**config.mk**
```make
export PLATFORM = sky130hd
export DESIGN_NAME = gate_guard
export DESIGN_NICKNAME = d
export VERILOG_FILES = /design/src/rtl/gate_guard_pkg.sv /design/src/rtl/gg_mode_sel.sv /design/src/rtl/gg_cmd_map.sv /design/src/rtl/gg_phase_fsm.sv /design/src/rtl/gate_guard.sv
export SDC_FILE = /design/constraint.sdc
export NUM_CORES = 1
export LEC_CHECK = 0
export BUFFER_PORTS_ARGS = -buffer_cell sky130_fd_sc_hd__buf_2
export CAP_MARGIN = 15
export CORE_AREA = 2 2 69 71
export CTS_CLUSTER_DIAMETER = 40
export CTS_CLUSTER_SIZE = 10
export DETAILED_ROUTE_END_ITERATION = 6
export DIE_AREA = 0 0 71 73
export GPL_ROUTABILITY_DRIVEN = 0
export GPL_TIMING_DRIVEN = 0
export PLACE_DENSITY = 0.67
export SLEW_MARGIN = 5
export SYNTH_ARGS = -nofsm -noshare
export SYNTH_HDL_FRONTEND = slang
export SYNTH_SLANG_ARGS = --single-unit
```
**constraint.sdc**
```tcl
create_clock -name clk -period 4.1 [get_ports clk]
set_clock_uncertainty 0.05 [all_clocks]
set_input_delay 0.82 -clock clk [delete_from_list [all_inputs] [get_ports clk]]
set_output_delay 0.82 -clock clk [all_outputs]
set_load 0.01 [all_outputs]
```
**src/rtl/gate_guard_pkg.sv**
```systemverilog
package gate_guard_pkg;

    // Resolved operating mode of the whole bridge.
    typedef enum logic [1:0] {
        MODE_RUN   = 2'd0,
        MODE_BRAKE = 2'd1,
        MODE_SAFE  = 2'd2
    } drive_mode_e;

    // Per-phase gate command after override resolution.
    typedef enum logic [1:0] {
        CMD_OFF = 2'd0,
        CMD_HI  = 2'd1,
        CMD_LO  = 2'd2
    } gate_cmd_e;

    // Per-phase non-overlap state.
    typedef enum logic [1:0] {
        PH_IDLE = 2'd0,
        PH_DEAD = 2'd1,
        PH_HIGH = 2'd2,
        PH_LOW  = 2'd3
    } phase_state_e;

    // Counter width that holds values 0 .. n-1, at least one bit.
    function automatic int unsigned gap_cnt_width(input int unsigned n);
        return (n < 2) ? 1 : $clog2(n);
    endfunction

endpackage

```
**src/rtl/gg_mode_sel.sv**
```systemverilog
module gg_mode_sel
    import gate_guard_pkg::*;
(
    input  logic        brake,
    input  logic        standby,
    input  logic        uv_flag,
    input  logic        lock_flt,
    output drive_mode_e mode
);

    logic safe_req;

    assign safe_req = standby | uv_flag | lock_flt;

    // Fixed priority: protection, then brake, then normal requests.
    always_comb begin
        if (safe_req) begin
            mode = MODE_SAFE;
        end else if (brake) begin
            mode = MODE_BRAKE;
        end else begin
            mode = MODE_RUN;
        end
    end

endmodule

```
**src/rtl/gg_cmd_map.sv**
```systemverilog
module gg_cmd_map
    import gate_guard_pkg::*;
(
    input  drive_mode_e mode,
    input  logic        want_hi,
    input  logic        want_lo,
    output gate_cmd_e   cmd
);

    always_comb begin
        cmd = CMD_OFF;
        unique case (mode)
            MODE_SAFE:  cmd = CMD_OFF;
            MODE_BRAKE: cmd = CMD_LO;
            MODE_RUN: begin
                unique case ({want_hi, want_lo})
                    2'b10:   cmd = CMD_HI;
                    2'b01:   cmd = CMD_LO;
                    default: cmd = CMD_OFF;   // none, or both: both off
                endcase
            end
            default:    cmd = CMD_OFF;
        endcase
    end

endmodule

```
**src/rtl/gg_phase_fsm.sv**
```systemverilog
module gg_phase_fsm
    import gate_guard_pkg::*;
#(
    parameter int unsigned DEAD_CYC = 160
)(
    input  logic      clk,
    input  logic      rst_n,
    input  gate_cmd_e cmd,
    output logic      gate_hi,
    output logic      gate_lo
);

    localparam int unsigned CNT_W = gap_cnt_width(DEAD_CYC);
    localparam logic [CNT_W-1:0] CNT_LOAD = CNT_W'(DEAD_CYC - 1);

    phase_state_e     state_q, state_d;
    logic [CNT_W-1:0] gap_q, gap_d;

    // State register.
    always_ff @(posedge clk or negedge rst_n) begin
        if (!rst_n) begin
            state_q <= PH_IDLE;
            gap_q   <= '0;
        end else begin
            state_q <= state_d;
            gap_q   <= gap_d;
        end
    end

    // Next-state logic.
    always_comb begin
        state_d = state_q;
        gap_d   = gap_q;
        unique case (state_q)
            PH_IDLE: begin
                unique case (cmd)
                    CMD_HI:  state_d = PH_HIGH;
                    CMD_LO:  state_d = PH_LOW;
                    default: state_d = PH_IDLE;
                endcase
            end
            PH_HIGH: begin
                if (cmd != CMD_HI) begin
                    state_d = PH_DEAD;
                    gap_d   = CNT_LOAD;
                end
            end
            PH_LOW: begin
                if (cmd != CMD_LO) begin
                    state_d = PH_DEAD;
                    gap_d   = CNT_LOAD;
                end
            end
            PH_DEAD: begin
                if (gap_q == '0) begin
                    unique case (cmd)
                        CMD_HI:  state_d = PH_HIGH;
                        CMD_LO:  state_d = PH_LOW;
                        default: state_d = PH_IDLE;
                    endcase
                end else begin
                    gap_d = gap_q - 1'b1;
                end
            end
            default: state_d = PH_IDLE;
        endcase
    end

    // Registered gate enables, taken from the state being entered.
    always_ff @(posedge clk or negedge rst_n) begin
        if (!rst_n) begin
            gate_hi <= 1'b0;
            gate_lo <= 1'b0;
        end else begin
            gate_hi <= (state_d == PH_HIGH);
            gate_lo <= (state_d == PH_LOW);
        end
    end

endmodule

```
**src/rtl/gate_guard.sv**
```systemverilog
module gate_guard
    import gate_guard_pkg::*;
#(
    parameter int unsigned NPH      = 3,
    parameter int unsigned DEAD_CYC = 160
)(
    input  logic           clk,
    input  logic           rst_n,
    input  logic [NPH-1:0] req_hi,
    input  logic [NPH-1:0] req_lo,
    input  logic           brake,
    input  logic           standby,
    input  logic           uv_flag,
    input  logic           lock_flt,
    output logic [NPH-1:0] gate_hi,
    output logic [NPH-1:0] gate_lo
);

    drive_mode_e mode;

    gg_mode_sel u_mode (
        .brake    (brake),
        .standby  (standby),
        .uv_flag  (uv_flag),
        .lock_flt (lock_flt),
        .mode     (mode)
    );

    for (genvar p = 0; p < NPH; p++) begin : g_phase
        gate_cmd_e cmd;

        gg_cmd_map u_map (
            .mode    (mode),
            .want_hi (req_hi[p]),
            .want_lo (req_lo[p]),
            .cmd     (cmd)
        );

        gg_phase_fsm #(
            .DEAD_CYC (DEAD_CYC)
        ) u_fsm (
            .clk     (clk),
            .rst_n   (rst_n),
            .cmd     (cmd),
            .gate_hi (gate_hi[p]),
            .gate_lo (gate_lo[p])
        );
    end

endmodule

```
# --- Yosys cells after proc, flatten, opt, wreduce, memory -nomap -nowiden ---
# Index checks and enable logic that the tools add are counted.
word_totals:
  register_bits: 36
  latch_bits: 0
  mem_bits_rw: 0
  mem_bits_ro: 0
  inputBits: 12
  out_inout_bits: 6
  wordCells: 108
  mem_count: 0
op_classes:
  add_sub_neg: 3
  mul: 0
  div: 0
  order_cmp: 0
  eq_ne: 43
  shift: 0
  mux: 35
  bitwise: 2
  n_reduce_logical: 13
ops:
  columns: ["operator", "n"]
  rows:
  - ["$mux W8", 9]
  - ["$pmux W8 S3", 3]
  - ["$eq A2 B2 Y1 const B", 18]
  - ["$pmux W2 S2", 9]
  - ["$logic_not A8 Y1", 3]
  - ["$pmux W2 S4", 3]
  - ["$sub A8 B1 Y8 const B", 3]
  - ["$eq A2 B1 Y1 const B", 10]
  - ["$mux W2", 10]
  - ["$ne A2 B1 Y1 const B", 9]
  - ["$ne A2 B2 Y1 const B", 6]
  - ["$reduce_and A4 Y1", 3]
  - ["$reduce_bool A3 Y1", 3]
  - ["$logic_not A2 Y1", 4]
  - ["$or A1 B1 Y1", 2]
  - ["$mux W1", 1]

# --- Logic depth before layout (Yosys ltp) ---
# Gate-level depths: netlist of run 1.
logic_depth:
  ltp_word: 10
  depth_mapped: 9
  mapped_depth_nobuf: 9

# --- Cells and area by module ---
# Synthesis of run 1 repeated with hierarchy kept, for this count alone.
unflattened:
  hier_cells: 228
  area_unflattened_um2: 2304.7
by_module_without_submodules:
  columns: ["mod", "n_inst", "cells_per_inst", "area_each_um2", "seq_area_each_um2"]
  rows:
  - ["gg_phase_fsm", 3, 71, 730.7, 300.3]
  - ["gg_cmd_map", 3, 4, 30.0, 0.0]
  - ["gg_mode_sel", 1, 3, 22.5, 0.0]

# --- Worst setup path before layout of run 1 ---
# OpenSTA, ideal clock, no wires.
synth_timing:
  path_type: "input port to flip-flop"
  startpoint: "input port uv_flag"
  endpoint: "register g_phase[0].u_fsm.gap_q[5]"
  setup_ns: 0.078
  arrival_time_ns: 2.541
  t_required_ns: 3.972
  setup_slack_ns: 1.431
  stages: 8
  path_buffers: 0
  cell_sequence: "nor3_1 > o21ai_2 > ha_1 > nor3b_1 > a31o_2 > a31oi_1 > or3_1 > a21oi_1"
synth_via:
  elab_chain_cells: 8
  elab_cells_between_ends: 11
  cone_classes: "eq/ne (5); mux (2); bitwise (2); reduce/logical (2)"
synth_lines:
  columns: ["element", "line", "source"]
  rows:
  - ["from (decl)", "gate_guard.sv:13", "input logic uv_flag,"]
  - ["$or A1 B1 Y1 * (2 in a row)", "gg_mode_sel.sv:13", "assign safe_req = standby | uv_flag | lock_flt;"]
  - ["$mux W2 *", "gg_mode_sel.sv:17", "if (safe_req) begin"]
  - ["$eq A2 B1 Y1 / $logic_not A2 Y1 (equally long branches)", "gg_cmd_map.sv:12", "unique case (mode)"]
  - ["$pmux W2 S2 *", "gg_cmd_map.sv:12", null]
  - ["$ne A2 B2 Y1 / $ne A2 B1 Y1 (equally long branches)", "gg_phase_fsm.sv:49, gg_phase_fsm.sv:43", null]
  - ["$ne A2 B1 Y1 (no line)", null, null]
  - ["$reduce_and A4 Y1 (no line) *", null, null]
  - ["to (signal assigned)", "gg_phase_fsm.sv:26", "gap_q <= gap_d;"]
  - ["to (decl)", "gg_phase_fsm.sv:17", "logic [CNT_W-1:0] gap_q, gap_d;"]
# Every way passes the cells marked *; elsewhere a longest branch is shown, timed or not.
# A chain may end at the register's enable or synchronous reset.

# --- Final worst setup path of run 1 ---
# Ends and elaborated chain as after synthesis.

==> results.py, run 1 <==
metrics = {
    "floorplanning": {
        "num_rows": 25,
        "fp.dieH_um": 73,
        "die-area_sq_um": 5180,
        "core_sq_um": 4540,
        "start_util": 0.473,
        "ios": 18,
        "die_w_um": 71,
    },
    "timing": {
        "min_period_over_period": 0.726,
        "max_freq_mhz": 336,
        "rsz0062_at_grt": "no",
        "tightest_slew_ns": 0.770,
        "hold_violations": 0,
        "report.final.slew_viol_count": 0,
        "setup_viol": 0,
        "setup_tns_ns": 0,
        "maxSlewHeadroom": 0.487,
        "fin_crit_ns": 2.98,
        "whs_ns": 0.436,
    },
    "worst_setup_path": {
        "path_class": "in2reg",
        "r2r-end": "g_phase[0].u_fsm.gap_q[2]",
        "start_kind": "input port",
        "cp.required_ns": 4.26,
        "crit_path_end_kind": "register",
        "cp_max_fo": 6,
        "r2r_start": "g_phase[0].u_fsm.gap_q[1]",
        "reg2regPathDepth": 9,
        "rrSetupSlack_ns": 1.64,
        "cp.arrival_ns": 3.13,
    },
    "grt": {
        "grt_pass1_vias": 1603,
        "grt-ovfl-total": 0,
        "grt_max_degree": 37,
        "antenna_found_initial": 0,
        "grtUsageTotal": 0.173,
        "grt_pass1_wl_um": 7220,
    },
    "min_path": {
        "min_to": "g_phase[1].u_fsm.gap_q[0]",
        "worst_hold_startpoint": "g_phase[1].u_fsm.gap_q[0]",
        "hold_class": "reg2reg",
        "min_path_cells": 1,
    },
    "power_and_ir_drop": {
        "finalPower_mw": 1.44,
        "leakage_nw": 1.05,
        "power_density_nw_per_um2": 602,
        "irDropWorstVdd_mv": 0.324,
    },
    "yosys": {
        "synth_fa_ha_area_frac": 0.0525,
        "yosysTopAreaCellShare": 0.420,
        "synth.cell_area_sq_um": 2140,
        "syn_nets": 262,
        "yosysTopAreaCell": "dfrtp_1",
        "yosys_warnings": 0,
        "synth-async-reset-ratio": 1.00,
        "synth_seq_area_share": 0.420,
        "synth.avg_cell_area_sq_um": 8.90,
        "postSynthCellCount": 241,
        "synth_edf_count": 0,
        "synth_compound_area_frac": 0.225,
        "synth_top_family_by_area": "compound AO/OA/AOI/OAI gates",
        "yosysMostFrequentCell": "dfrtp_1",
        "synth_area_leaders": "dfrtp_1 (42%), ha_1 (5.3%), nor2_1 (4.4%), a21oi_1 (4.2%), inv_1 (2.6%)",
        "yosysUniqueCellTypes": 48,
        "synth_commonest_cells": "dfrtp_1 (36), nor2_1 (25), a21oi_1 (18)",
        "synth_simple_gate_area_share": 0.221,
        "yosys.area_share.xor_xnor": 0.00408,
        "synthFlopType": "dfrtp_1",
        "synth.area.mux_share": 0.0140,
        "ys_ff_latch": 36,
    },
    "cts": {
        "cts_resized": 0,
        "cts_tree": "done",
        "clock_sinks": 36,
        "hold_buffers": 0,
        "clk_latency_ns": 0.28,
        "postCtsSetupRepairBufs": 0,
        "cts_buffers": 5,
        "htree_levels": 2,
        "cts-root-buf": "clkbuf_8",
        "cts_buffer_depth": 2,
        "clk_pin_slew_ns": 0.07,
    },
    "place": {
        "dp_hpwl_um": 3020,
        "portBuffers": 17,
    },
    "finish": {
        "synthToLayoutAreaGrowth_pct": 11.3,
        "fillerInstances": 439,
        "nets": 286,
        "final_core_util": 0.526,
        "final_layout_size_suffix_gt1_frac": 0.132,
        "diodes": 0,
    },
    "route": {
        "wl_um": 4180,
        "vias_per_cell": 5.71,
        "ant_nets": 0,
        "vias": 1828,
        "first_pass_iters": 4,
        "drt_iter0_drc": 105,
        "post_drt_wl_per_cell_um": 13.1,
        "drc": 0,
    },
    "outcome": {
        "status": "finished clean",
    },
    "run": {
        "maxCapViolations": 0,
    },
}
power breakdown:
| group | leakage, nW | total (mW) | internal, mW | switching (mW) |
|---|---|---|---|---|
| sequential | 0.431 | 0.601 | 0.486 | 0.115 |
| clock | 0.0455 | 0.257 | 0.137 | 0.120 |
| combinational | 0.575 | 0.580 | 0.250 | 0.330 |
| total | 1.05 | 1.44 | 0.873 | 0.565 |
layer usage:
metal,track usage,part of all wire,vias up
met1,0.245,0.51,867
met2,0.271,0.45,35
met4,0.0482,0.0072,0
li1,-,-,922
met5,0,0,-
met3,0.0345,0.040,4
worst max-delay path, stage by stage:
cell and delay (ns):
buf_2 0.09, nor3_1 0.47, nand2b_1 0.25, nor3b_1 0.24, ha_1 0.25, nor3b_1 0.10
a31o_2 0.22, a31oi_1 0.37, o21ai_0 0.17, a21oi_1 0.15
cells by family after synthesis:
family | Yosys count
flops | 36
mux | 3
xor+xnor | 1
compound gates | 73
simple gates | 91
fa+ha+maj | 9
buf+inv | 28
cell type report:
cell class / count / area [sq um] / share of cell area
Timing Repair Buffer: 17 / 85.1 / 0.0356
Buffer: 13 / 80.1 / 0.0335
Inverter: 15 / 56.3 / 0.0236
Clock buffer: 8 / 90.1 / 0.0377
Sequential cell: 36 / 901 / 0.377
Tap cell: 54 / 67.6 / 0.0283
Multi-Input combinational cell: 177 / 1110 / 0.464
flip-flops by register name, summed over array words and instances, names as in the netlist:
| register | flops |
|---|---|
| g_phase.u_fsm.gate_hi | 3 |
| g_phase.u_fsm.state_q | 6 |
| g_phase.u_fsm.gap_q | 24 |
| g_phase.u_fsm.gate_lo | 3 |
how the worst max path moves through the flow:
stage / start / to / slack [ns] / depth (start not counted)
global route: uv_flag / g_phase[0].u_fsm.gap_q[5] / 0.75 / 10
global placement: uv_flag / g_phase[0].u_fsm.gap_q[7] / 0.78 / 10
detailed placement: uv_flag / g_phase[0].u_fsm.gap_q[5] / 0.83 / 10
finish: uv_flag / g_phase[0].u_fsm.gap_q[5] / 1.12 / 10
CTS: uv_flag / g_phase[0].u_fsm.gap_q[5] / 1.12 / 10
floorplan: uv_flag / g_phase[0].u_fsm.gap_q[5] / 1.43 / 8
layout by cell type (no fill, tap or decap), drive strengths merged, types with 4 or more instances in the layout:
| cell type | instances |
|---|---|
| a211oi | 5 |
| a21oi | 18 |
| a31oi | 8 |
| buf | 25 |
| clkbuf | 13 |
| dfrtp | 36 |
| ha | 9 |
| inv | 15 |
| nand2 | 15 |
| nand3 | 7 |
| nor2 | 25 |
| nor2b | 8 |
| nor3 | 9 |
| nor3b | 4 |
| o21ai | 13 |
| or3 | 5 |
per-stage QoR:
step	area, sq um	worst slack, ns	cells
after floorplan	2140	1.43	241
after global placement	2300	0.777	312
after CTS	2390	1.12	320
after detailed placement	2300	0.827	312
after global routing	2390	0.753	320
final	2390	1.12	320
(Power assumes the default switching activity.)
==> inputs of run 2 (changes only) <==
==> constraint.sdc (replaced) <==
create_clock -name clk -period 2.9 [get_ports clk]
set_clock_uncertainty 0.05 [all_clocks]
set_input_delay 0.58 -clock clk [delete_from_list [all_inputs] [get_ports clk]]
set_output_delay 0.58 -clock clk [all_outputs]
set_load 0.01 [all_outputs]
==> run 2 against run 1 <==
First-iteration DRC count is 1.9% lower. Setup slack worse by 0.77 ns. Die area stayed put. Routed wire length is 0.26% higher. Final cell count stayed put. Critical path type unchanged. Largest cell class unchanged.
==> results.py, run 2 (synthesis results as in run 1) <==
metrics = {
    "outcome": {
        "status": "finished clean",
    },
    "route": {
        "drc": 0,
        "vias_per_cell": 5.79,
        "drt_iter0_drc": 103,
        "ant_nets": 0,
        "wl_um": 4190,
        "first_pass_iters": 4,
        "vias": 1853,
        "post_drt_wl_per_cell_um": 13.1,
    },
    "worst_setup_path": {
        "slowest_delay_ns": 0.37,
        "r2r-end": "g_phase[0].u_fsm.gap_q[2]",
        "cp.required_ns": 3.06,
        "cp_common_cell": "nor3b_1",
        "critPathLaunch": "uv_flag",
        "start_kind": "input port",
        "path_cells": "buf_2, nor3_2, nand2b_1, nor3b_1, ha_1, nor3b_1, a31o_2, a31oi_1, o21ai_0, a21oi_1",
        "slowest_stage": "a31oi_1",
        "crit_buf_inv": 1,
        "path_class": "in2reg",
        "cp_max_fo": 6,
        "cpLargestDelayFamily": "compound AO/OA/AOI/OAI gates",
        "rrSetupSlack_ns": 0.44,
        "crit_cells": 10,
        "cp.arrival_ns": 2.70,
        "crit_path_end_kind": "register",
        "r2r_start": "g_phase[0].u_fsm.gap_q[1]",
        "reg2regPathDepth": 9,
        "critPathCapture": "g_phase[0].u_fsm.gap_q[5]",
    },
    "cts": {
        "clk_latency_ns": 0.28,
        "clock_sinks": 36,
        "cts_buffer_depth": 2,
        "clk_pin_slew_ns": 0.07,
        "cts_tree": "done",
        "hold_buffers": 0,
        "htree_levels": 2,
        "cts_buffers": 5,
        "cts-root-buf": "clkbuf_8",
        "postCtsSetupRepairBufs": 0,
    },
    "timing": {
        "fin_crit_ns": 2.54,
        "hold_violations": 0,
        "report.final.slew_viol_count": 0,
        "min_period_over_period": 0.877,
        "setup_tns_ns": 0,
        "maxSlewHeadroom": 0.488,
        "tightest_slew_ns": 0.769,
        "max_freq_mhz": 393,
        "rsz0062_at_grt": "no",
        "worst_slack_ns": 0.356,
        "setup_viol": 0,
    },
    "grt": {
        "grtUsageMet2": 0.271,
        "grt_util_met1": 0.245,
        "grt_use_met3": 0.0345,
        "grt-busiest-layer": "met2",
        "grt_max_degree": 37,
        "grt_pass1_wl_um": 7220,
        "grtUsageTotal": 0.173,
        "grt_pass1_vias": 1603,
        "antenna_found_initial": 0,
        "grt-ovfl-total": 0,
    },
    "finish": {
        "nets": 286,
        "multi_input_area_sq_um": 1110,
        "final_cell_mix": "dfrtp_1 (36), nor2_1 (25), buf_2 (18), a21oi_1 (18)",
        "final_cell_area_sq_um": 2390,
        "fillerInstances": 438,
        "largest-register": "g_phase.u_fsm.gap_q",
        "final_layout_size_suffix_gt1_frac": 0.135,
        "largest_reg_flops": 24,
        "final_common_cell": "dfrtp_1",
        "diodes": 0,
        "synthToLayoutAreaGrowth_pct": 11.6,
        "largest_registers": "g_phase.u_fsm.gap_q (24), g_phase.u_fsm.state_q (6)",
        "final-instance-count-excl-fill": 320,
        "seqCellArea_sq_um": 901,
    },
    "floorplanning": {
        "ios": 18,
        "die-area_sq_um": 5180,
        "fp.dieH_um": 73,
        "num_rows": 25,
        "start_util": 0.473,
        "die_w_um": 71,
        "core_sq_um": 4540,
    },
    "power_and_ir_drop": {
        "clockPowerShare": 0.179,
        "power_density_nw_per_um2": 851,
        "p_seq_frac": 0.417,
        "irDropWorstVdd_mv": 0.458,
        "finalPower_mw": 2.04,
        "sw_frac_of_total": 0.394,
        "switchingPower_uw": 802,
        "pwr-share-comb": 0.404,
        "leakage_nw": 1.05,
        "p_int_mw": 1.23,
    },
    "place": {
        "placedCellCount": 312,
        "dp_hpwl_um": 3020,
        "placed_area_sq_um": 2300,
        "pre_cts_ws_ns": -0.133,
        "portBuffers": 17,
    },
    "run": {
        "maxCapViolations": 0,
    },
    "min_path": {
        "hold_class": "in2async",
    },
}
-- run 2: cell count changes in the layout (fill, tap and decap cells not counted) --
cell    delta
nor3_2     +1
nor3_1     -1
-- run 2: per-layer routing --
| metal | vias up | wire length (um) |
|---|---|---|
| met5 | - | 0 |
| met4 | 0 | 34 |
| met3 | 4 | 151 |
| met2 | 42 | 1870 |
| met1 | 882 | 2140 |
| li1 | 925 | - |
-- run 2: repair_timing --
action | CTS | global route
endpoints found under the setup margin | 0 | 3
hold endpoints to repair | 0 | 0
resized for setup | 0 | 1
-- run 2: worst register-to-register path, stage by stage, from the launching register on --
cell,delay (ns)
dfrtp_1,0.43
inv_1,0.10
ha_1,0.14
or4b_1,0.46
or4_1,0.40
buf_2,0.17
and3_4,0.18
buf_6,0.13
a211oi_1,0.22
nor2_1,0.07
-- run 2: worst min path at each step --
| stage | cells after the start | start | endpoint | slack (ns) |
|---|---|---|---|---|
| finish | 1 | rst_n | g_phase[2].u_fsm.gap_q[2] | 0.32 |
| global route | 1 | rst_n | g_phase[2].u_fsm.gap_q[4] | 0.40 |
| CTS | 1 | rst_n | g_phase[2].u_fsm.gap_q[3] | 0.35 |
| detailed placement | 1 | g_phase[1].u_fsm.gap_q[0] | g_phase[1].u_fsm.gap_q[0] | 0.43 |
| global placement | 1 | g_phase[1].u_fsm.gap_q[0] | g_phase[1].u_fsm.gap_q[0] | 0.43 |
| floorplan | 0 | rst_n | g_phase[0].u_fsm.gap_q[0] | 0.23 |
-- run 2: power groups by stage --
stage / clock [mW] / sequential, mW / combinational, mW
after floorplan: 0 / 0.815 / 0.665
after global placement: 0 / 0.850 / 0.802
after detailed placement: 0 / 0.855 / 0.820
after CTS: 0.377 / 0.847 / 0.825
after global routing: 0.398 / 0.876 / 0.945
final: 0.364 / 0.850 / 0.823
-- run 2: layout make-up --
class / instances / share of cell area
timing repair buffer: 17 / 0.0356
clock buffer: 8 / 0.0377
inverter: 15 / 0.0235
sequential: 36 / 0.377
buffer: 13 / 0.0335
multi-input combinational: 177 / 0.465
tap: 54 / 0.0282
-- run 2: metrics by stage --
| stage | util | hold WS [ns] |
|---|---|---|
| 4_1_cts | 0.526 | 0.355 |
| 5_1_grt | 0.527 | 0.404 |
| 6_report | 0.527 | 0.315 |
| 2_1_floorplan | - | 0.234 |
| 3_3_place_gp | 0.506 | 0.429 |
| 3_5_place_dp | 0.506 | 0.428 |
